<file path="src/rtl/usb_ls_pkg.sv">
package usb_ls_pkg;

  typedef enum logic [1:0] {
    MODE_NORMAL = 2'd0,
    MODE_SHARE  = 2'd1,
    MODE_HIZ    = 2'd2,
    MODE_OFF    = 2'd3
  } supply_mode_e;

  // Priority: missing I/O supply, then Hi-Z request, then missing 3.3 V.
  function automatic supply_mode_e decode_mode(input logic vio_ok,
                                               input logic v33_ok,
                                               input logic hiz);
    if (!vio_ok)      return MODE_OFF;
    else if (hiz)     return MODE_HIZ;
    else if (!v33_ok) return MODE_SHARE;
    else              return MODE_NORMAL;
  endfunction

  function automatic int unsigned guard_cycles(input int unsigned guard_ns,
                                               input int unsigned clk_ps);
    return (guard_ns * 1000 + clk_ps - 1) / clk_ps;
  endfunction

endpackage

</file>
<file path="src/rtl/usb_ls_tx_enc.sv">
module usb_ls_tx_enc
  import usb_ls_pkg::*;
(
  input  logic         clk,
  input  logic         rst,
  input  supply_mode_e mode_i,
  input  logic         oe_n_i,
  input  logic         data_i,
  input  logic         se0_i,
  output logic         drv_en_o,
  output logic         dp_o,
  output logic         dm_o
);

  logic en;
  assign en = (mode_i == MODE_NORMAL) && !oe_n_i;

  always_ff @(posedge clk) begin
    if (rst) begin
      drv_en_o <= 1'b0;
      dp_o     <= 1'b0;
      dm_o     <= 1'b0;
    end else begin
      drv_en_o <= en;
      dp_o     <= en && !se0_i && data_i;
      dm_o     <= en && !se0_i && !data_i;
    end
  end

  p_se0_levels_r1: assert property (@(posedge clk) disable iff (rst)
    $past(!rst && en && se0_i) |-> (!dp_o && !dm_o));

  p_diff_levels_r1: assert property (@(posedge clk) disable iff (rst)
    $past(!rst && en && !se0_i) |-> (dp_o == $past(data_i)) && (dm_o != dp_o));

  p_quiet_when_off_r2: assert property (@(posedge clk) disable iff (rst)
    !drv_en_o |-> (!dp_o && !dm_o));

endmodule

</file>
<file path="src/rtl/usb_ls_rx_dec.sv">
module usb_ls_rx_dec
  import usb_ls_pkg::*;
(
  input  logic         clk,
  input  logic         rst,
  input  supply_mode_e mode_i,
  input  logic         suspend_i,
  input  logic         dp_i,
  input  logic         dm_i,
  output logic         rx_oe_o,
  output logic         vp_o,
  output logic         vm_o,
  output logic         rcv_o
);

  logic live;
  logic jk;
  logic hold_q;

  assign live = (mode_i == MODE_NORMAL) && !suspend_i;
  assign jk   = dp_i ^ dm_i;

  always_ff @(posedge clk) begin
    if (rst)             hold_q <= 1'b0;
    else if (live && jk) hold_q <= dp_i;
  end

  always_ff @(posedge clk) begin
    if (rst) begin
      rx_oe_o <= 1'b0;
      vp_o    <= 1'b0;
      vm_o    <= 1'b0;
      rcv_o   <= 1'b0;
    end else begin
      unique case (mode_i)
        MODE_NORMAL: begin
          rx_oe_o <= 1'b1;
          vp_o    <= dp_i;
          vm_o    <= dm_i;
          rcv_o   <= suspend_i ? 1'b0 : (jk ? dp_i : hold_q);
        end
        MODE_SHARE: begin
          rx_oe_o <= 1'b1;
          vp_o    <= 1'b1;
          vm_o    <= 1'b1;
          rcv_o   <= 1'b0;
        end
        default: begin
          rx_oe_o <= 1'b0;
          vp_o    <= 1'b0;
          vm_o    <= 1'b0;
          rcv_o   <= 1'b0;
        end
      endcase
    end
  end

  p_hold_through_se0_r5: assert property (@(posedge clk) disable iff (rst)
    ($past(!rst, 2) && $past(live, 2) && $past(live && !jk)) |-> $stable(rcv_o));

  p_suspend_low_r6: assert property (@(posedge clk) disable iff (rst)
    $past(!rst && mode_i == MODE_NORMAL && suspend_i) |->
      (!rcv_o && vp_o == $past(dp_i) && vm_o == $past(dm_i)));

  p_share_pattern_r7: assert property (@(posedge clk) disable iff (rst)
    $past(!rst && mode_i == MODE_SHARE) |-> (rx_oe_o && vp_o && vm_o && !rcv_o));

endmodule

</file>
<file path="src/rtl/usb_ls_rx_guard.sv">
module usb_ls_rx_guard #(
  parameter int unsigned GUARD_CYC = 25
) (
  input  logic clk,
  input  logic rst,
  input  logic block_i,
  output logic valid_o
);

  localparam int unsigned CW = $clog2(GUARD_CYC + 1);
  localparam logic [CW-1:0] LOAD = CW'(GUARD_CYC);

  logic [CW-1:0] cnt_q;

  always_ff @(posedge clk) begin
    if (rst || block_i) begin
      cnt_q   <= LOAD;
      valid_o <= 1'b0;
    end else begin
      if (cnt_q != '0) cnt_q <= cnt_q - 1'b1;
      valid_o <= (cnt_q == '0);
    end
  end

  p_masked_while_blocked_r10: assert property (@(posedge clk) disable iff (rst)
    $past(!rst && block_i) |-> !valid_o);

  p_rise_after_quiet_r10: assert property (@(posedge clk) disable iff (rst)
    $rose(valid_o) |-> $past(!block_i));

endmodule

</file>
<file path="src/rtl/usb_linestate_xcvr.sv">
module usb_linestate_xcvr
  import usb_ls_pkg::*;
#(
  parameter int unsigned CLK_PERIOD_PS = 4000,
  parameter int unsigned GUARD_NS      = 100
) (
  input  logic clk,
  input  logic rst,
  input  logic tx_oe_n,
  input  logic tx_data,
  input  logic tx_se0,
  input  logic bus_dp,
  input  logic bus_dm,
  input  logic suspend,
  input  logic hiz,
  input  logic vio_ok,
  input  logic v33_ok,
  output logic drv_en,
  output logic drv_dp,
  output logic drv_dm,
  output logic rx_oe,
  output logic rcv,
  output logic se_dp,
  output logic se_dm,
  output logic rcv_valid
);

  localparam int unsigned GUARD_CYC = guard_cycles(GUARD_NS, CLK_PERIOD_PS);

  supply_mode_e mode;
  logic         guard_block;

  assign mode        = decode_mode(vio_ok, v33_ok, hiz);
  assign guard_block = suspend || hiz;

  usb_ls_tx_enc u_tx (
    .clk      (clk),
    .rst      (rst),
    .mode_i   (mode),
    .oe_n_i   (tx_oe_n),
    .data_i   (tx_data),
    .se0_i    (tx_se0),
    .drv_en_o (drv_en),
    .dp_o     (drv_dp),
    .dm_o     (drv_dm)
  );

  usb_ls_rx_dec u_rx (
    .clk       (clk),
    .rst       (rst),
    .mode_i    (mode),
    .suspend_i (suspend),
    .dp_i      (bus_dp),
    .dm_i      (bus_dm),
    .rx_oe_o   (rx_oe),
    .vp_o      (se_dp),
    .vm_o      (se_dm),
    .rcv_o     (rcv)
  );

  usb_ls_rx_guard #(.GUARD_CYC(GUARD_CYC)) u_guard (
    .clk     (clk),
    .rst     (rst),
    .block_i (guard_block),
    .valid_o (rcv_valid)
  );

  p_hiz_release_r8: assert property (@(posedge clk) disable iff (rst)
    $past(!rst && vio_ok && hiz) |-> (!drv_en && !rx_oe && !rcv && !se_dp && !se_dm));

  p_no_vio_release_r9: assert property (@(posedge clk) disable iff (rst)
    $past(!rst && !vio_ok) |-> (!drv_en && !rx_oe));

  p_drive_only_normal_r2: assert property (@(posedge clk) disable iff (rst)
    drv_en |-> $past(vio_ok && v33_ok && !hiz && !tx_oe_n));

endmodule

</file>
<file path="config.mk">
export PLATFORM = sky130hd
export DESIGN_NAME = usb_linestate_xcvr
export DESIGN_NICKNAME = d
export VERILOG_FILES = /design/src/rtl/usb_ls_pkg.sv /design/src/rtl/usb_ls_tx_enc.sv /design/src/rtl/usb_ls_rx_dec.sv /design/src/rtl/usb_ls_rx_guard.sv /design/src/rtl/usb_linestate_xcvr.sv
export SDC_FILE = /design/constraint.sdc
export NUM_CORES = 1
export LEC_CHECK = 0
export BUFFER_PORTS_ARGS = -buffer_cell sky130_fd_sc_hd__buf_2
export CAP_MARGIN = 20
export CORE_AREA = 2 2 39 41
export CTS_CLUSTER_SIZE = 40
export DETAILED_ROUTE_END_ITERATION = 16
export DIE_AREA = 0 0 41 43
export PLACE_DENSITY = 0.67
export SYNTH_ARGS = -nofsm -noshare
export SYNTH_HDL_FRONTEND = slang
export SYNTH_SLANG_ARGS = --single-unit
</file>
<file path="constraint.sdc">
create_clock -name clk -period 3.45 [get_ports clk]
set_clock_uncertainty 0.2 [all_clocks]
set_input_delay 0.69 -clock clk [delete_from_list [all_inputs] [get_ports clk]]
set_output_delay 0.69 -clock clk [all_outputs]
set_load 0.02 [all_outputs]
</file>
==> run metrics <==
flop2flop setup slack=between 1500 and 2000 ps; Pwr per Cell Area=~450 nW/um2; reg2reg path depth=5; #FFs+latches synth=14; origin of the critical flop-to-flop path=u_guard.cnt_q[0]$_SDFFE_PP1N_; fill cell count=121; Avg Synthesized Cell Area=around 10 um2; final wirelength=approximately 830 um; Inst Count DP=between 80 and 90; commonest non-fill, non-tap cell in the layout=buf_2; Worst Path Buf+Inv=1; vias in the first global route=around 390; Setup Slack @ Placement=between 1500 and 2000 ps; Diodes inserted=0; Syn Inst Count=53; non-filler instance count after layout=90; final setup fails=0; Rel. slew slack=between 70% and 80%; gpl congestion=approximately 0.64; R2R Path End=u_guard.cnt_q[1]$_SDFFE_PP0N_; Max-Cap Viols=0; post-route ant nets=0; first-pass GRT wire length=between 1000 and 1500 um; part of the Yosys area used for sequential elements=between 50 and 60%; Min-Delay Endpoint=u_guard.cnt_q[4]$_SDFFE_PP1N_; cell leakage power=~0.32 nW; crit share post-route=47.3%; total CTS buffers=3; Worst Hold Class=flip-flop to flip-flop; Pre-antenna DRT Iters=1; # port buffers=18; DR vias=around 400; Final Util=between 40 and 50%; dpl hpwl=about 670 um; CTS tree=done; status=finished clean; worst path cell trace=inv_1 -> ha_1 -> or4b_4 -> nor2_1 -> a211oi_2; Global Route Usage Sum=approximately 13%; worst vdd ir=approximately 0.00027 V; hold path start=u_guard.cnt_q[4]$_SDFFE_PP1N_; Worst EP required=approximately 3400 ps; Resize count post-CTS=0; Starting Density=38.3%; CTS clk-pin slew, worst paths=around 80 ps; Die Footprint=1760 um2; worst setup margin=roughly 1800 ps; Die H=between 40 and 50 um; Crit Path Class=flip-flop to flip-flop; clk sink count=14; # IOs=19; initial antenna violation count=0; setup TNS=0 ps; H-tree levels=1; initial drt markers=0; fraction of layout cells with a size suffix above 1=between 30 and 40%; Root Buffer=clkbuf_4; most frequent cells in the layout=buf_2 (18), dfxtp_1 (14), inv_1 (6); hold_buf cts=0; Mapped Nets=65; yosys warns=0; fin crit period=1630 ps; Clock Latency Late Sink=~270 ps; max-slew violation count=0; CORE AREA=around 1400 um2; Vias/cell=approximately 4.5; fmax=between 600 and 700 MHz; CP endpoint kind=flip-flop; critical path's slowest cell=or4b_4; area grow syn2layout=26.9%; Critical Path Source Type=flip-flop; FP Rows=14; WL/cell=9.26 um; CP peak stage delay=520 ps; Final Cell Area=673 um2; worst slew pin tran=364 ps; die width=between 40 and 50 um; family with the most delay on the worst path=simple AND/OR/NAND/NOR gates; nets=between 80 and 90; DRC=0; GRT Residual Overflow=0; Mapped Area=around 530 um2; hold path cells=1; area post-placement=637 um2; worst path arrival time=1590 ps; crit-path max FO=5; clk buf depth=2; largest net degree at the start of global routing=9; RSZ-0062 raised after global routing=no; count of different cell masters after synthesis=24; Hold Fails Final Rpt=0; Post-CTS Setup Bufs=0
[synthesized netlist by cell type]
| master | count | share of area, % |
|---|---|---|
| nor2_1 | 3 | 2.1 |
| inv_1 | 6 | 4.2 |
| mux2_2 | 1 | 2.1 |
| and4bb_2 | 1 | 2.4 |
| a21o_1 | 2 | 2.8 |
| nor4b_1 | 1 | 1.7 |
| or4b_4 | 1 | 2.6 |
| dfxtp_1 | 14 | 53 |
| a21oi_1 | 4 | 3.8 |
| nand3b_1 | 1 | 1.4 |
| nor3b_1 | 1 | 1.4 |
| xnor2_1 | 1 | 1.7 |
| o21ai_0 | 1 | 0.94 |
| clkbuf_1 | 1 | 0.71 |
| nor3_1 | 3 | 2.8 |
| inv_2 | 1 | 0.71 |
| ha_1 | 1 | 2.4 |
| nand2_1 | 3 | 2.1 |
| or3b_4 | 1 | 2.1 |
| or3_1 | 1 | 1.2 |
| nand2b_1 | 2 | 2.4 |
| a21o_2 | 1 | 1.7 |
| xor2_1 | 1 | 1.7 |
| a211oi_2 | 1 | 2.4 |
[kinds of logic (layout without fill, tap and decap cells)]
family / after synthesis / after routing / share of synthesized area (%)
buffers and inverters: 8 / 29 / 5.66
AO/OA/AOI/OAI: 9 / 9 / 11.6
multiplexers: 1 / 1 / 2.12
AND/OR/NAND/NOR: 18 / 18 / 22.2
flip-flops: 14 / 14 / 52.8
adder cells (fa/ha/maj): 1 / 1 / 2.36
XOR/XNOR: 2 / 2 / 3.30
[where the power goes]
group          total (mW)  internal [mW]  switching, mW
Clock               0.114         0.0641         0.0502
Combinational      0.0227         0.0114         0.0113
Sequential          0.166          0.165        0.00136
[worst max-delay path by stage]
stage,start,cells past startpoint,to
floorplan,hiz,3,u_guard.cnt_q[3]$_SDFFE_PP1N_
global placement,hiz,5,u_tx.dp_o$_SDFF_PP0_
CTS,u_rx.rx_oe_o$_SDFF_PP0_,1,rx_oe
global route,u_guard.cnt_q[0]$_SDFFE_PP1N_,5,u_guard.cnt_q[1]$_SDFFE_PP0N_
finish,u_guard.cnt_q[0]$_SDFFE_PP1N_,5,u_guard.cnt_q[1]$_SDFFE_PP0N_
detailed placement,hiz,5,u_tx.dp_o$_SDFF_PP0_
[per-layer routing]
metal | vias to the layer above | share of wire, % | wire length [um] | track usage, %
li1 | 218 | - | - | -
met5 | - | 0 | 0 | 0
met1 | 171 | 41 | 343 | 13.6
met3 | 2 | 7.6 | 63 | 5.76
met2 | 12 | 50 | 418 | 18.4
met4 | 0 | 0.96 | 8 | 10.0
[area by class of cell]
class                      count  area, um2  share of cell area [%]
clock buffer                   4       36.3                    5.39
inverter                       7       26.3                    3.90
multi-input combinational     31        220                    32.7
sequential                    14        280                    41.6
tap                           16       20.0                    2.97
timing repair buffer          18       90.1                    13.4
[per-stage QoR]
stage | hold slack, ps | power (mW)
after floorplan | 251 | 0.183
after global placement | 272 | 0.192
after detailed placement | 279 | 0.193
after CTS | 297 | 0.309
after global routing | 321 | 0.321
final | 293 | 0.303
[state kept, by name, summed over array words and instances, names as in the netlist]
name	flops
u_rx.vp_o	1
u_guard.cnt_q	5
u_rx.hold_q	1
u_guard.valid_o	1
u_tx.dm_o	1
u_rx.rcv_o	1
u_rx.rx_oe_o	1
u_tx.dp_o	1
u_rx.vm_o	1
u_tx.drv_en_o	1
Power figures use the tool's default switching activity.
